## config.mk

```make
export PLATFORM = sky130hd
export DESIGN_NAME = dptr_bank
export DESIGN_NICKNAME = d
export VERILOG_FILES = /design/src/rtl/dptr_pkg.sv /design/src/rtl/dptr_sel_reg.sv /design/src/rtl/dptr_ctrl.sv /design/src/rtl/dptr_slot.sv /design/src/rtl/dptr_bank.sv
export SDC_FILE = /design/constraint.sdc
export NUM_CORES = 1
export LEC_CHECK = 0
export BUFFER_PORTS_ARGS = -buffer_cell sky130_fd_sc_hd__buf_2
export CORE_MARGIN = 1.5
export CORE_UTILIZATION = 35
export DETAILED_ROUTE_END_ITERATION = 16
export SLEW_MARGIN = 20
export SYNTH_ARGS = -nofsm -noshare
export SYNTH_HDL_FRONTEND = slang
export SYNTH_SLANG_ARGS = --single-unit
```

## constraint.sdc

```tcl
create_clock -name clk -period 2.7 [get_ports clk]
set_input_delay 0.405 -clock clk [delete_from_list [all_inputs] [get_ports clk]]
set_output_delay 0.405 -clock clk [all_outputs]
set_load 0.01 [all_outputs]
```

## src/rtl/dptr_pkg.sv

```systemverilog
`timescale 1ns/1ps
// Package: shared operation encoding for the banked pointer set.
// Assumes: one operation per cycle is applied to the active pointer.
package dptr_pkg;
    typedef enum logic [2:0] {
        OP_NONE  = 3'd0,
        OP_WR_LO = 3'd1,
        OP_WR_HI = 3'd2,
        OP_LOAD  = 3'd3,
        OP_INC   = 3'd4
    } dptr_op_e;
endpackage

```

## src/rtl/dptr_sel_reg.sv

```systemverilog
`timescale 1ns/1ps
// Module: dptr_sel_reg
// Holds the pointer select value. Only SEL_W bits are stored, so
// upper write bits are dropped. Assumes a synchronous active-low reset.
module dptr_sel_reg #(
    parameter int SEL_W = 3
) (
    input  logic             clk,
    input  logic             rst_n,
    input  logic             wr_en,
    input  logic [SEL_W-1:0] wdata,
    output logic [SEL_W-1:0] sel_q
);
    // Capture a new selection on a write, clear it on reset.
    always_ff @(posedge clk) begin
        if (!rst_n)
            sel_q <= '0;
        else if (wr_en)
            sel_q <= wdata;
    end
endmodule

```

## src/rtl/dptr_ctrl.sv

```systemverilog
`timescale 1ns/1ps
// Module: dptr_ctrl
// Picks the single operation for the active pointer (byte write beats
// load, load beats increment) and forms its next value.
// Assumes at most one of wr_lo/wr_hi is high (single SFR address).
module dptr_ctrl
    import dptr_pkg::*;
#(
    parameter int PTR_W  = 16,
    parameter int BYTE_W = PTR_W / 2
) (
    input  logic              wr_lo,
    input  logic              wr_hi,
    input  logic [BYTE_W-1:0] wdata,
    input  logic              ld_en,
    input  logic [PTR_W-1:0]  ld_value,
    input  logic              inc_en,
    input  logic [PTR_W-1:0]  cur_value,
    output dptr_op_e          op,
    output logic              upd,
    output logic [PTR_W-1:0]  next_value
);
    // Priority selection of the operation for this cycle.
    always_comb begin
        if (wr_lo)       op = OP_WR_LO;
        else if (wr_hi)  op = OP_WR_HI;
        else if (ld_en)  op = OP_LOAD;
        else if (inc_en) op = OP_INC;
        else             op = OP_NONE;
    end

    // Next pointer value for the chosen operation.
    always_comb begin
        case (op)
            OP_WR_LO: next_value = {cur_value[PTR_W-1:BYTE_W], wdata};
            OP_WR_HI: next_value = {wdata, cur_value[BYTE_W-1:0]};
            OP_LOAD:  next_value = ld_value;
            OP_INC:   next_value = cur_value + PTR_W'(1);
            default:  next_value = cur_value;
        endcase
    end

    assign upd = (op != OP_NONE);

    // a byte write never coexists with a second byte write.
    a_r7_single_byte_wr: assert property (@(posedge upd) 1'b1 |-> !(wr_lo && wr_hi));
endmodule

```

## src/rtl/dptr_slot.sv

```systemverilog
`timescale 1ns/1ps
// Module: dptr_slot
// One pointer register. It takes next_value when upd is high and
// clears on reset. Assumes upd is only given to the selected slot.
module dptr_slot #(
    parameter int PTR_W = 16
) (
    input  logic             clk,
    input  logic             rst_n,
    input  logic             upd,
    input  logic [PTR_W-1:0] next_value,
    output logic [PTR_W-1:0] value_q
);
    // Store an update for this slot, clear on reset.
    always_ff @(posedge clk) begin
        if (!rst_n)
            value_q <= '0;
        else if (upd)
            value_q <= next_value;
    end
endmodule

```

## src/rtl/dptr_bank.sv

```systemverilog
`timescale 1ns/1ps
// Module: dptr_bank (top)
// Eight banked data pointers behind a select register. Decodes SFR
// accesses, applies the operation to the selected slot and muxes the
// active pointer to ptr_out and to the readback port.
// Assumes one SFR address per cycle and a synchronous active-low reset.
module dptr_bank
    import dptr_pkg::*;
#(
    parameter int         NUM_PTRS = 8,
    parameter int         PTR_W    = 16,
    parameter logic [7:0] SEL_ADDR = 8'h92,
    parameter logic [7:0] LO_ADDR  = 8'h82,
    parameter logic [7:0] HI_ADDR  = 8'h83
) (
    input  logic             clk,
    input  logic             rst_n,
    input  logic [7:0]       sfr_addr,
    input  logic             sfr_we,
    input  logic [7:0]       sfr_wdata,
    output logic [7:0]       sfr_rdata,
    output logic             sfr_hit,
    input  logic             ld_en,
    input  logic [PTR_W-1:0] ld_value,
    input  logic             inc_en,
    output logic [PTR_W-1:0] ptr_out
);
    localparam int SEL_W  = $clog2(NUM_PTRS);
    localparam int BYTE_W = PTR_W / 2;

    logic             sel_wr, lo_wr, hi_wr, ptr_byte_wr;
    logic [SEL_W-1:0] sel_q;
    logic [PTR_W-1:0] slot_q [NUM_PTRS];
    logic [PTR_W-1:0] active;
    logic [PTR_W-1:0] next_value;
    logic             upd;
    dptr_op_e         op;

    // Address decode of write strobes.
    always_comb begin
        sel_wr      = sfr_we && (sfr_addr == SEL_ADDR);
        lo_wr       = sfr_we && (sfr_addr == LO_ADDR);
        hi_wr       = sfr_we && (sfr_addr == HI_ADDR);
        ptr_byte_wr = lo_wr || hi_wr;
    end

    dptr_sel_reg #(.SEL_W(SEL_W)) u_sel (
        .clk   (clk),
        .rst_n (rst_n),
        .wr_en (sel_wr),
        .wdata (sfr_wdata[SEL_W-1:0]),
        .sel_q (sel_q)
    );

    dptr_ctrl #(.PTR_W(PTR_W), .BYTE_W(BYTE_W)) u_ctrl (
        .wr_lo      (lo_wr),
        .wr_hi      (hi_wr),
        .wdata      (sfr_wdata[BYTE_W-1:0]),
        .ld_en      (ld_en),
        .ld_value   (ld_value),
        .inc_en     (inc_en),
        .cur_value  (active),
        .op         (op),
        .upd        (upd),
        .next_value (next_value)
    );

    for (genvar i = 0; i < NUM_PTRS; i++) begin : g_slot
        localparam logic [SEL_W-1:0] IDX = SEL_W'(i);
        logic slot_upd;
        assign slot_upd = upd && (sel_q == IDX);

        dptr_slot #(.PTR_W(PTR_W)) u_slot (
            .clk        (clk),
            .rst_n      (rst_n),
            .upd        (slot_upd),
            .next_value (next_value),
            .value_q    (slot_q[i])
        );

        // a slot that is not selected holds its value.
        a_r4_idle_slot_holds: assert property (@(posedge clk) disable iff (!rst_n)
            (rst_n && sel_q != IDX) |=> $stable(slot_q[i]));
        // a load beside a select write goes to the old selection.
        a_r9_load_old_sel: assert property (@(posedge clk) disable iff (!rst_n)
            (rst_n && sel_q == IDX && sel_wr && ld_en) |=> slot_q[i] == $past(ld_value));
    end

    // Active pointer mux.
    always_comb begin
        active = slot_q[0];
        for (int k = 1; k < NUM_PTRS; k++)
            if (sel_q == SEL_W'(k)) active = slot_q[k];
    end

    assign ptr_out = active;

    // Combinational readback for the addressed register.
    always_comb begin
        sfr_hit   = 1'b1;
        sfr_rdata = '0;
        case (sfr_addr)
            SEL_ADDR: sfr_rdata = {{(8-SEL_W){1'b0}}, sel_q};
            LO_ADDR:  sfr_rdata = active[BYTE_W-1:0];
            HI_ADDR:  sfr_rdata = active[PTR_W-1:BYTE_W];
            default:  sfr_hit   = 1'b0;
        endcase
    end

    // a select write takes its low bits as the new selection.
    a_r2_sel_follows_write: assert property (@(posedge clk) disable iff (!rst_n)
        (rst_n && sel_wr) |=> sel_q == $past(sfr_wdata[SEL_W-1:0]));
    // an unopposed load appears on ptr_out next cycle.
    a_r5_load_visible: assert property (@(posedge clk) disable iff (!rst_n)
        (rst_n && ld_en && !ptr_byte_wr && !sel_wr) |=> ptr_out == $past(ld_value));
    // an unopposed increment adds one with wrap.
    a_r6_inc_wraps: assert property (@(posedge clk) disable iff (!rst_n)
        (rst_n && inc_en && !ld_en && !ptr_byte_wr && !sel_wr)
        |=> ptr_out == ($past(ptr_out) + PTR_W'(1)));
    // a low-byte write replaces the low byte and holds the high byte.
    a_r7_lo_write_wins: assert property (@(posedge clk) disable iff (!rst_n)
        (rst_n && lo_wr) |=> (ptr_out[BYTE_W-1:0] == $past(sfr_wdata[BYTE_W-1:0]))
            && (ptr_out[PTR_W-1:BYTE_W] == $past(ptr_out[PTR_W-1:BYTE_W])));
    // a high-byte write replaces the high byte and holds the low byte.
    a_r7_hi_write_wins: assert property (@(posedge clk) disable iff (!rst_n)
        (rst_n && hi_wr) |=> (ptr_out[PTR_W-1:BYTE_W] == $past(sfr_wdata[BYTE_W-1:0]))
            && (ptr_out[BYTE_W-1:0] == $past(ptr_out[BYTE_W-1:0])));
    // unknown addresses read as zero.
    a_r3_miss_reads_zero: assert property (@(posedge clk) disable iff (!rst_n)
        !sfr_hit |-> sfr_rdata == 8'h00);
endmodule

```

After elaboration in Yosys (flattened, before gate mapping)

Index checks and enable logic that the tools add are counted.

Register bits: 131
Input port bits: 37
Output and inout bits: 25

Add/subtract/negate cells: 1
Equality and inequality tests: 14
Multiplexer cells: 14
Reduce and logical (&&, ||, !) cells: 14

Operators with widths:

| cell                  | count |
|---|---|
| $mux 16               | 7 |
| $pmux 16 s4           | 1 |
| $eq 8x8->1 const B    | 3 |
| $pmux 8 s3            | 1 |
| $add 16x1->16 const B | 1 |
| $eq 3x3->1 const B    | 5 |
| $eq 3x2->1 const B    | 4 |
| $mux 3                | 4 |
| $logic_and 1x1->1     | 11 |
| $eq 3x1->1 const B    | 2 |
| $logic_not 3->1       | 1 |
| $reduce_bool 3->1     | 1 |
| $reduce_or 3->1       | 1 |
| $mux 1                | 1 |

Longest topological paths before layout

Gate-level depths: netlist (run 1).

Depth in word-level cells: 10
Depth in mapped cells: 13
Mapped depth without buffers: 9

Hierarchy

From an unflattened synthesis (run 1), not the netlist that was laid out.

Cells, all modules: 778
Area, all modules: 7524.7 µm²

Modules (own cells, without submodules):

| module       | times used | cells each | area each (µm²) | sequential area each (µm²) |
|---|---|---|---|---|
| dptr_slot    | 8          | 51         | 615.6           | 320.3 |
| dptr_bank    | 1          | 221        | 1649.1          | 0.0 |
| dptr_ctrl    | 1          | 140        | 842.1           | 0.0 |
| dptr_sel_reg | 1          | 9          | 108.9           | 60.1 |

Worst setup path after synthesis (run 1)

OpenSTA, ideal clock, no wires.

Kind: reg-to-reg
Start: register u_sel.sel_q[0]
End: register g_slot[0].u_slot.value_q[12]
Library setup time: 153 ps
Data arrival time: 2814 ps
Slack: -267 ps
Cell stages (with the launch flop): 13
Period minus slack after synthesis: 2967 ps
Path through: dfxtp_1 buf_6 buf_6 buf_8 buf_4 nand3_1 nor2_1 nor3_1 ha_1 and3_1 nand3_1 o311ai_1 a21oi_1

Cells in the longest elaborated chain, start to end: 10
Elaborated cells between the ends (all ways): 18
Those cells by class: add/sub: 1; eq/ne: 7; mux: 8; reduce/logical: 2

Ends and longest elaborated chain:

| item                   | line               | source |
|---|---|---|
| start, declared        | dptr_sel_reg.sv:12 | `output logic [SEL_W-1:0] sel_q` |
| start signal, assigned | dptr_sel_reg.sv:19 | `sel_q <= wdata;` |
| $eq 3x1->1             | dptr_bank.sv:93    | `if (sel_q == SEL_W'(k)) active = slot_q[k];` |
| $mux 16 (6 in series)  | dptr_bank.sv:93    |  |
| $mux 16 (*)            | dptr_bank.sv:93    |  |
| net ptr_out[1]         | dptr_bank.sv:26    | `output logic [PTR_W-1:0] ptr_out` |
| $add 16x1->16 (*)      | dptr_ctrl.sv:38    | `OP_INC: next_value = cur_value + PTR_W'(1);` |
| $pmux 16 s4 (*)        | dptr_ctrl.sv:34    | `case (op)` |
| end signal, assigned   | dptr_slot.sv:19    | `value_q <= next_value;` |
| end, declared          | dptr_slot.sv:12    | `output logic [PTR_W-1:0] value_q` |

The timed path passes the listed nets; every way through them passes the cells marked *.
A chain may end at the register's enable or synchronous reset.

Worst setup path after layout (run 1)

Start: register u_sel.sel_q[1]
End: register g_slot[4].u_slot.value_q[11]

Cells in the longest elaborated chain, start to end: 10
Elaborated cells between the ends (all ways): 17
Those cells by class: add/sub: 1; eq/ne: 7; mux: 8; reduce/logical: 1

Ends and longest elaborated chain:

| item                  | line |
|---|---|
| $eq 3x1->1            | dptr_bank.sv:93 |
| $mux 16 (7 in series) | dptr_bank.sv:93 |
| $add 16x1->16         | dptr_ctrl.sv:38 |
| $pmux 16 s4           | dptr_ctrl.sv:34 |
| end signal, assigned  | dptr_slot.sv:19 |
| end, declared         | dptr_slot.sv:12 |

Several ways; a longest one is shown, not always the timed one.

==> results of run 1 <==
sequential cells by signal, indices dropped and copies added (netlist names):
| name | count |
|---|---|
| g_slot.u_slot.value_q | 128 |
| u_sel.sel_q | 3 |
cell usage in the layout, fill, tap and decap left out, types with 7 or more instances in the layout:
master	instances
nor2_2	9
nor3_1	17
o21ai_0	112
a221oi_2	8
a21oi_2	27
nand3_1	31
nor2b_1	11
a31oi_1	26
nor2_1	53
buf_6	51
nor4_1	8
o221a_2	8
nand2_1	67
a211oi_2	8
dfxtp_1	128
buf_2	58
nand2b_1	9
mux4_2	14
buf_12	13
and3_1	8
a311oi_1	8
o211a_1	13
mux2i_1	17
a21oi_1	62
clkbuf_16	17
and2_1	7
buf_4	153
metal layers:
layer / track usage (%) / up-vias
met5: 0 / -
met4: 10.7 / 0
met3: 6.60 / 106
met2: 39.8 / 515
met1: 35.1 / 4007
li1: - / 3819
worst min-delay path: cells and delay by family:
family	cells	cell delay, ns
buffers and inverters	1	0.11
muxes	1	0.07
and+or+nand+nor	1	0.13
power by group through the flow:
stage	clock network, mW	logic [mW]	registers (mW)
global route	2.43	0.713	1.96
global placement	0	0.509	2.01
finish	2.33	0.681	1.96
detailed placement	0	0.512	2.01
floorplan	0	0.268	2.00
CTS	2.36	0.569	1.96
cell type report:
type,count,share of cell area (%)
timing repair buffer,281,21.2
inverter,10,0.435
clock inverter,12,1.17
sequential,131,23.5
clock buffer,19,4.04
multi-input combinational,673,46.7
tap,270,3.01
logic make-up (layout without fill, tap and decap cells):
group / after synthesis / count (layout)
muxes: 47 / 47
DFF: 131 / 131
adders and majority gates: 1 / 1
AOI/OAI and AO/OA: 348 / 348
buffers and inverters: 83 / 322
and+or+nand+nor: 277 / 277
how the worst max path moves through the flow:
stage / from / to / slack (ns) / cells past startpoint
floorplan: sfr_addr[5] / g_slot[4].u_slot.value_q[9]$_SDFFE_PN0P_ / -0.1 / 9
CTS: u_sel.sel_q[0]$_SDFFE_PN0P_ / sfr_rdata[6] / -0.12 / 11
detailed placement: u_sel.sel_q[0]$_SDFFE_PN0P_ / g_slot[2].u_slot.value_q[13]$_SDFFE_PN0P_ / -0.39 / 8
global route: u_sel.sel_q[1]$_SDFFE_PN0P_ / g_slot[4].u_slot.value_q[11]$_SDFFE_PN0P_ / -0.37 / 12
finish: u_sel.sel_q[1]$_SDFFE_PN0P_ / g_slot[4].u_slot.value_q[11]$_SDFFE_PN0P_ / -0.21 / 12
global placement: u_sel.sel_q[0]$_SDFFE_PN0P_ / g_slot[6].u_slot.value_q[13]$_SDFFE_PN0P_ / -0.30 / 8
through the flow:
| step | setup TNS [ns] | worst slack, ns | instances | hold WS [ns] | util [%] |
|---|---|---|---|---|---|
| 3_3_place_gp | -10.43 | -0.300 | 1290 | 0.452 | 43.7 |
| 3_5_place_dp | -16.79 | -0.389 | 1290 | 0.467 | 43.7 |
| 4_1_cts | -1.70 | -0.120 | 1365 | 0.290 | 50.7 |
| 6_report | -6.86 | -0.212 | 1396 | 0.327 | 55.1 |
| 5_1_grt | -12.66 | -0.372 | 1396 | 0.318 | 55.1 |
| 2_1_floorplan | -1.42 | -0.0974 | 887 | 0.436 | - |
what timing repair did:
item	4_1_cts	5_1_grt
endpoints found under the setup margin	138	119
pin swaps	38	60
setup buffers	44	32
gates cloned	1	1
gates resized for setup	109	137
==> flow_metrics.py, run 1 <==
metrics = {
    "outcome": {
        "status": "complete, but fails checks",
        "violations": "setup timing",
    },
    "drt": {
        "via_count": 8447,
        "drtPass1Iterations": 8,
        "m1WireLength_microns": 12600,
        "antenna_left": 0,
        "highest_layer": "met4",
        "routedWlPerCell_microns": 21.7,
        "viasPerCell": 6.05,
        "drc": 0,
        "wl_met3_microns": 2900,
        "routed_wl_microns": 30300,
        "met2WireLength_microns": 13500,
        "drt_iter0_markers": 947,
    },
    "pwr": {
        "p_sw_share_pct": 26.8,
        "power_density_mw_per_mm2": 443,
        "internal-power_mw": 3.64,
        "p_sw_mw": 1.33,
        "p_seq_share_pct": 39.4,
        "p_comb_share_pct": 13.7,
        "p_leak_nw": 4.54,
        "p_total_mw": 4.97,
        "peakVddDrop_mv": 0.385,
        "clkPwrFrac_pct": 46.9,
    },
    "cts": {
        "root_buffer": "clkbuf_16",
        "clk_pin_slew_worst_paths_ns": 0.06,
        "ctsHoldBuffers": 0,
        "cts_tree": "built",
        "cts_buffer_depth": 2,
        "clock_latency_ns": 0.44,
        "numCtsBuffers": 17,
        "cts.sinks": 131,
        "cts_max_level": 4,
    },
    "worst_setup_path": {
        "crit_family": "compound AO/OA/AOI/OAI gates",
        "cpMostUsedCell": "buf_6",
        "r2r_end": "g_slot[4].u_slot.value_q[11]$_SDFFE_PN0P_",
        "cp_slowest_cell": "o311a_4",
        "cp.required_ns": 3.02,
        "crit_chain": "buf_6, buf_12, mux2_2, a21oi_2, o31ai_4, buf_6, buf_4, nand4_1, o311a_4, nor4_4, buf_6, a21oi_1",
        "path_buf_inv": 5,
        "critPathLaunchType": "flop",
        "r2r_setup_slack_ns": -0.21,
        "worst-path-max-fanout": 8,
        "worstReg2RegStart": "u_sel.sel_q[1]$_SDFFE_PN0P_",
        "r2r.worst_path.cells": 12,
        "path_class": "flop to flop",
        "cp_slowest_stage_delay_ns": 0.45,
        "arrival_ns": 3.23,
        "end_kind": "flop",
    },
    "job": {
        "cap_violations": 0,
    },
    "synthesis": {
        "synth_top_family_by_area": "compound AO/OA/AOI/OAI gates",
        "ys_seq_area_share_pct": 35.8,
        "synthTopCellsByArea": "dfxtp_1 (36%), o21ai_0 (8.0%), a21oi_1 (6.3%)",
        "synthCells": 887,
        "synth_mux_area_share_pct": 9.08,
        "synth_top_cell_by_area": "dfxtp_1",
        "synthDominantCellAreaShare_pct": 35.8,
        "synthAdderAreaFrac_pct": 0.171,
        "ys_warn_count": 0,
        "synth_nets": 925,
        "synth_edf_count": 0,
        "async_flop_share_pct": 0,
        "syn-cell-area_sq_mm": 0.00732,
        "synth-simple-area-share_pct": 18.8,
        "ys_types": 77,
        "synth.avg_cell_area_sq_um": 8.25,
        "synth_compound_area_share_pct": 30.7,
        "synth.most_common_cell": "dfxtp_1",
        "synth_seq_cells": 131,
        "synth-xor-area-share_pct": 0,
        "synthTopCellsByCount": "dfxtp_1 (131), o21ai_0 (117), a21oi_1 (92)",
        "ys.flop_type": "dfxtp_1",
    },
    "finish": {
        "multi_input_area_sq_mm": 0.00524,
        "fin_nets": 1152,
        "fin_area_sq_mm": 0.0112,
        "regArea_sq_mm": 0.00263,
        "nFillCells": 1700,
        "areaGrowthSynthToFinish_pct": 53.3,
        "antenna_cells": 0,
        "drive_above_1_share_pct": 44.5,
    },
    "floorplan": {
        "dieArea_sq_mm": 0.0218,
        "core_sq_mm": 0.0204,
        "ios": 62,
        "die_h_microns": 148,
        "start_util_pct": 35.9,
        "rows": 52,
        "die_width_microns": 148,
    },
    "sta": {
        "relSlewSlack_pct": 33.3,
        "tightest_slew_ns": 0.992,
        "clock_skew_ns": 0.0128,
        "period_minus_slack_ns": 2.91,
        "rsz0062_at_grt": "true",
        "min_period_over_period_pct": 108,
        "hold_violations": 0,
        "fmax_ghz": 0.343,
        "fin_ws_ns": -0.212,
        "slew_viol_final": 0,
        "setup_violations": 64,
    },
    "global_routing": {
        "grt-ovfl-total": 0,
        "grt_max_degree": 73,
        "track_usage_pct": 26.1,
        "first_global_vias": 7540,
        "antenna_found_initial": 0,
        "grt_pass1_wl_microns": 43800,
    },
    "min_path": {
        "min_path_cells": 3,
        "holdPathEnd": "u_sel.sel_q[2]$_SDFFE_PN0P_",
        "hold_class": "primary input to flop",
        "holdCritStartpoint": "sfr_wdata[2]",
    },
    "placement": {
        "placed_area_sq_mm": 0.00889,
        "port_buffers": 61,
        "place_hpwl_microns": 18900,
        "routabilityCongestion": 0.935,
    },
}
Power figures use the tool's default switching activity.
==> run 2, diff against run 1 <==
SETUP_SLACK_MARGIN = 0.15   (was default)
==> flow_metrics.py, run 2 (synthesis results as in run 1) <==
metrics = {
    "global_routing": {
        "antenna_found_initial": 1,
        "grt-ovfl-total": 0,
        "first_global_vias": 7919,
        "grt_pass1_wl_microns": 44700,
        "grt_max_degree": 57,
        "track_usage_pct": 26.6,
    },
    "pwr": {
        "peakVddDrop_mv": 0.325,
        "p_leak_nw": 4.58,
        "p_total_mw": 5.26,
        "power_density_mw_per_mm2": 460,
    },
    "cts": {
        "cts_tree": "built",
        "clk_pin_slew_worst_paths_ns": 0.06,
        "root_buffer": "clkbuf_16",
        "numCtsBuffers": 17,
        "cts.sinks": 131,
        "cts_buffer_depth": 2,
        "clock_latency_ns": 0.44,
        "cts_max_level": 4,
        "ctsHoldBuffers": 0,
    },
    "drt": {
        "antenna_left": 0,
        "viasPerCell": 6.06,
        "routed_wl_microns": 29900,
        "drtPass1Iterations": 5,
        "via_count": 8432,
        "drc": 0,
        "drt_iter0_markers": 725,
        "routedWlPerCell_microns": 21.5,
    },
    "worst_setup_path": {
        "worst-path-max-fanout": 8,
        "path_class": "flop to flop",
        "cp.required_ns": 3.01,
        "end_kind": "flop",
        "arrival_ns": 3.17,
        "critPathLaunchType": "flop",
    },
    "sta": {
        "setup_violations": 59,
        "min_period_over_period_pct": 106,
        "rsz0062_at_grt": "true",
        "fin_ws_ns": -0.156,
        "clock_skew_ns": 0.0113,
        "period_minus_slack_ns": 2.86,
        "tightest_slew_ns": 0.600,
        "fin_setup_tns_ns": -2.63,
        "slew_viol_final": 0,
        "relSlewSlack_pct": 59.8,
        "fmax_ghz": 0.350,
        "hold_violations": 0,
    },
    "outcome": {
        "status": "complete, but fails checks",
        "violations": "setup timing",
    },
    "finish": {
        "top_regs": "g_slot.u_slot.value_q: 128 flops, u_sel.sel_q: 3 flops",
        "fin_nets": 1145,
        "regMostFlops": "g_slot.u_slot.value_q",
        "areaGrowthSynthToFinish_pct": 56.3,
        "layout_common_cells": "buf_4 (132), dfxtp_1 (128), o21ai_0 (112), buf_6 (67), a21oi_1 (66)",
        "final_cell_count_no_fill": 1391,
        "drive_above_1_share_pct": 45.8,
        "final_common_cell": "buf_4",
        "largest_reg_flops": 128,
    },
    "placement": {
        "dp.cells": 1283,
        "port_buffers": 61,
        "place_hpwl_microns": 18900,
        "dp_slack_ns": -0.240,
        "routabilityCongestion": 0.928,
    },
    "floorplan": {
        "die_h_microns": 148,
        "core_sq_mm": 0.0204,
        "rows": 52,
        "dieArea_sq_mm": 0.0218,
        "die_width_microns": 148,
        "start_util_pct": 35.9,
        "ios": 62,
    },
    "job": {
        "cap_violations": 0,
    },
    "min_path": {
        "hold_class": "primary input to flop",
    },
}
## run 2: changes by cell type in the layout (fill, tap and decap cells not counted), sizes merged
cell | previous run | this run
buf | 280 | 272
clkinv | 4 | 6
clkbuf | 19 | 23
bufinv | 2 | 4
inv | 11 | 9
bufbuf | 1 | 0
diode | 0 | 1
clkinvlp | 5 | 2
## run 2: what timing repair did
action                                  4_1_cts  5_1_grt
gates resized for setup                     128      110
hold endpoints to repair                      0        0
endpoints found under the setup margin      142      145
pin swaps                                    35       52
gates cloned                                  4        2
buffers inserted                             43       26
## run 2: where the power goes
part           total [mW]  internal (mW)  switching (mW)
Combinational       0.721          0.323           0.398
Sequential           1.96           1.95          0.0117
Clock                2.58           1.65           0.929
## run 2: routing by layer
| metal | routed length, microns | global-route usage [%] |
|---|---|---|
| met1 | 12700 | 34.8 |
| met2 | 13700 | 41.9 |
| met3 | 2380 | 5.49 |
| met4 | 1150 | 12.6 |
| met5 | 0 | 0 |
## run 2: final timing paths
check | from | end | slack [ns] | cells past startpoint
hold / removal | sfr_wdata[2] | u_sel.sel_q[2]$_SDFFE_PN0P_ | 0.32 | 3
setup / recovery | u_sel.sel_q[0]$_SDFFE_PN0P_ | g_slot[2].u_slot.value_q[15]$_SDFFE_PN0P_ | -0.16 | 13
setup reg to reg | u_sel.sel_q[0]$_SDFFE_PN0P_ | g_slot[2].u_slot.value_q[15]$_SDFFE_PN0P_ | -0.16 | 13
hold reg to reg | g_slot[6].u_slot.value_q[0]$_SDFFE_PN0P_ | g_slot[6].u_slot.value_q[0]$_SDFFE_PN0P_ | 0.47 | 2
## run 2: cell type report
| type | count | area [sq um] |
|---|---|---|
| diodes | 1 | 2.50 |
| clock buffers | 21 | 480 |
| clock inverters | 11 | 175 |
| fillers | 1703 | 8920 |
| inverters | 10 | 41.3 |
| multi-input cells | 673 | 5280 |
| flip-flops and latches | 131 | 2630 |
| well taps | 270 | 338 |
| repair buffers | 274 | 2490 |
## run 2: through the flow
step	cell area (sq um)	hold slack [ns]	utilization, %
6_report	11400	0.317	56.2
5_1_grt	11400	0.344	56.2
4_1_cts	10700	0.286	52.4
3_5_place_dp	9040	0.456	44.4
3_3_place_gp	9040	0.447	44.4
2_1_floorplan	7600	0.436	-
## run 2: worst max-delay path, stage by stage (launching register included)
cell and delay (ns):
dfxtp_4 0.36, buf_4 0.15, buf_16 0.14, nand3b_1 0.18, o22ai_2 0.11, buf_4 0.14
a2111oi_2 0.32, buf_4 0.20, and3_4 0.19, nand3_2 0.10, buf_4 0.17, o41ai_4 0.39
buf_6 0.20, a31oi_1 0.08
==> run 3, diff against run 2 <==
ABC_AREA = 1   (was default)
ABC_CLOCK_PERIOD_IN_PS = 2700   (was default)
==> flow_metrics.py, run 3 <==
metrics = {
    "global_routing": {
        "grt-ovfl-total": 0,
        "antenna_found_initial": 0,
        "grt_max_degree": 78,
        "track_usage_pct": 25.6,
        "grt_pass1_wl_microns": 46300,
        "first_global_vias": 8379,
    },
    "synthesis": {
        "ys_warn_count": 0,
        "ys.flop_type": "dfxtp_1",
        "async_flop_share_pct": 0,
        "ys_types": 39,
        "synth.avg_cell_area_sq_um": 6.25,
        "synthDominantCellAreaShare_pct": 33.6,
        "synthTopCellsByCount": "inv_1 (245), nand2_1 (244), nor2_1 (147)",
        "ys_seq_area_share_pct": 33.6,
        "synth_seq_cells": 131,
        "synth_top_cell_by_area": "dfxtp_1",
        "synth_edf_count": 0,
        "synth_nets": 1286,
        "syn-cell-area_sq_mm": 0.00780,
        "synthTopCellsByArea": "dfxtp_1 (34%), inv_1 (12%), nand2_1 (12%)",
        "synthCells": 1248,
        "synth.most_common_cell": "inv_1",
    },
    "finish": {
        "fin_util_pct": 55.1,
        "fin_nets": 1518,
        "antenna_cells": 0,
        "regMostFlops": "g_slot.u_slot.value_q",
        "layout_common_cells": "inv_1 (233), nand2_1 (171), buf_4 (132), nor2_1 (131), dfxtp_1 (128)",
        "final_common_cell": "inv_1",
        "nFillCells": 2024,
        "largest_reg_flops": 128,
        "fin_area_sq_mm": 0.0120,
        "top_regs": "g_slot.u_slot.value_q: 128 flops, u_sel.sel_q: 3 flops",
        "final_cell_count_no_fill": 1773,
        "areaGrowthSynthToFinish_pct": 54.1,
        "drive_above_1_share_pct": 41.3,
    },
    "sta": {
        "setup_violations": 76,
        "holdWs_ns": 0.333,
        "clock_skew_ns": 0.0132,
        "slew_viol_final": 0,
        "min_period_over_period_pct": 105,
        "rsz0062_at_grt": "true",
        "relSlewSlack_pct": 41.5,
        "fin_ws_ns": -0.131,
        "hold_violations": 0,
        "fmax_ghz": 0.353,
        "period_minus_slack_ns": 2.83,
        "tightest_slew_ns": 0.877,
    },
    "floorplan": {
        "ios": 62,
        "dieArea_sq_mm": 0.0232,
        "start_util_pct": 35.8,
        "rows": 54,
        "core_sq_mm": 0.0218,
        "die_width_microns": 152,
        "die_h_microns": 152,
    },
    "worst_setup_path": {
        "cp_slowest_cell": "dfxtp_4",
        "critPathLaunchType": "flop",
        "cp.required_ns": 2.30,
        "cp_slowest_stage_delay_ns": 0.37,
        "end_kind": "output port",
        "arrival_ns": 2.43,
        "path_class": "flop to output port",
        "crit_chain": "buf_6, nand2_4, nor2_4, buf_6, buf_6, buf_6, a21oi_4, nand2_2, nand2_2, nand2_4, a21oi_4, buf_6, nand2_4, o221ai_4, buf_6",
        "cpMostUsedCell": "buf_6",
        "worst-path-max-fanout": 6,
    },
    "drt": {
        "antenna_left": 0,
        "drtPass1Iterations": 6,
        "routedWlPerCell_microns": 17.7,
        "via_count": 9135,
        "drc": 0,
        "drt_iter0_markers": 700,
        "routed_wl_microns": 31400,
        "viasPerCell": 5.15,
    },
    "cts": {
        "clk_pin_slew_worst_paths_ns": 0.06,
        "cts_buffer_depth": 2,
        "clock_latency_ns": 0.43,
        "cts.sinks": 131,
        "cts_max_level": 4,
        "cts_tree": "built",
        "ctsHoldBuffers": 0,
        "root_buffer": "clkbuf_16",
        "numCtsBuffers": 17,
    },
    "placement": {
        "dp.cells": 1661,
        "port_buffers": 61,
        "placed_area_sq_mm": 0.00913,
        "place_hpwl_microns": 20700,
        "routabilityCongestion": 0.952,
    },
    "outcome": {
        "violations": "setup timing",
        "status": "complete, but fails checks",
    },
    "pwr": {
        "power_density_mw_per_mm2": 424,
        "peakVddDrop_mv": 0.378,
        "p_leak_nw": 5.98,
    },
    "min_path": {
        "hold_class": "primary input to flop",
    },
    "job": {
        "cap_violations": 0,
    },
}
-- run 3: worst max-delay path, delay by kind of cell, from the launching register on --
family	cells	cell delay [ns]
buffers and inverters	6	0.82
DFF	1	0.37
and+or+nand+nor	6	0.40
AOI/OAI and AO/OA	3	0.40
-- run 3: layout make-up --
class	instances	area (sq um)	area share, %
well taps	280	350	2.91
multi-input cells	800	5160	42.9
repair buffers	266	2290	19.0
flip-flops and latches	131	2630	21.9
inverters	264	1030	8.60
clock buffers	20	457	3.80
clock inverters	12	106	0.884
-- run 3: timing repair --
action	in CTS	in global routing
buffers inserted	45	33
pin swaps	71	82
endpoints found under the hold margin	0	0
cloned	0	2
resized for setup	224	231
endpoints found under the setup margin	135	148
-- run 3: stage by stage --
| step | worst slack [ns] | TNS, ns | power [mW] |
|---|---|---|---|
| 3_5_place_dp | -0.271 | -8.55 | 2.58 |
| 5_1_grt | -0.208 | -12.77 | 5.25 |
| 4_1_cts | -0.0679 | -0.390 | 4.95 |
| 3_3_place_gp | -0.281 | -8.16 | 2.58 |
| 2_1_floorplan | 0.187 | 0 | 2.30 |
| 6_report | -0.131 | -3.41 | 5.09 |
-- run 3: path summary, 6_finish.rpt --
path	slack, ns	to	cells past startpoint	start
worst max-delay path	-0.13	sfr_rdata[2]	15	u_sel.sel_q[1]$_SDFFE_PN0P_
worst min-delay path	0.33	u_sel.sel_q[1]$_SDFFE_PN0P_	3	sfr_wdata[1]
worst max register to register	-0.11	g_slot[0].u_slot.value_q[5]$_SDFFE_PN0P_	19	u_sel.sel_q[1]$_SDFFE_PN0P_
worst min register to register	0.52	g_slot[6].u_slot.value_q[2]$_SDFFE_PN0P_	2	g_slot[6].u_slot.value_q[2]$_SDFFE_PN0P_
-- run 3: metal layers --
layer | GRT usage [%] | vias up | wire length [microns]
li1 | - | 4384 | -
met1 | 34.3 | 4233 | 13500
met2 | 39.6 | 432 | 14300
met3 | 4.69 | 86 | 2130
met4 | 12.8 | 0 | 1390
met5 | 0 | - | 0
-- run 3: cells by family after synthesis --
kind of cell	after synthesis	synth area share, %
AND/OR/NAND/NOR	532	30.7
buffers and inverters	317	16.5
AO/OA/AOI/OAI	266	19.0
flip-flops	131	33.6
XOR/XNOR	1	0.112
adder cells (fa/ha/maj)	1	0.160
-- run 3: power breakdown --
part | switching, mW | internal, mW | leakage (nW)
clock | 0.934 | 1.31 | 0.268
sequential | 0.00868 | 1.95 | 1.06
combinational | 0.544 | 0.342 | 4.65
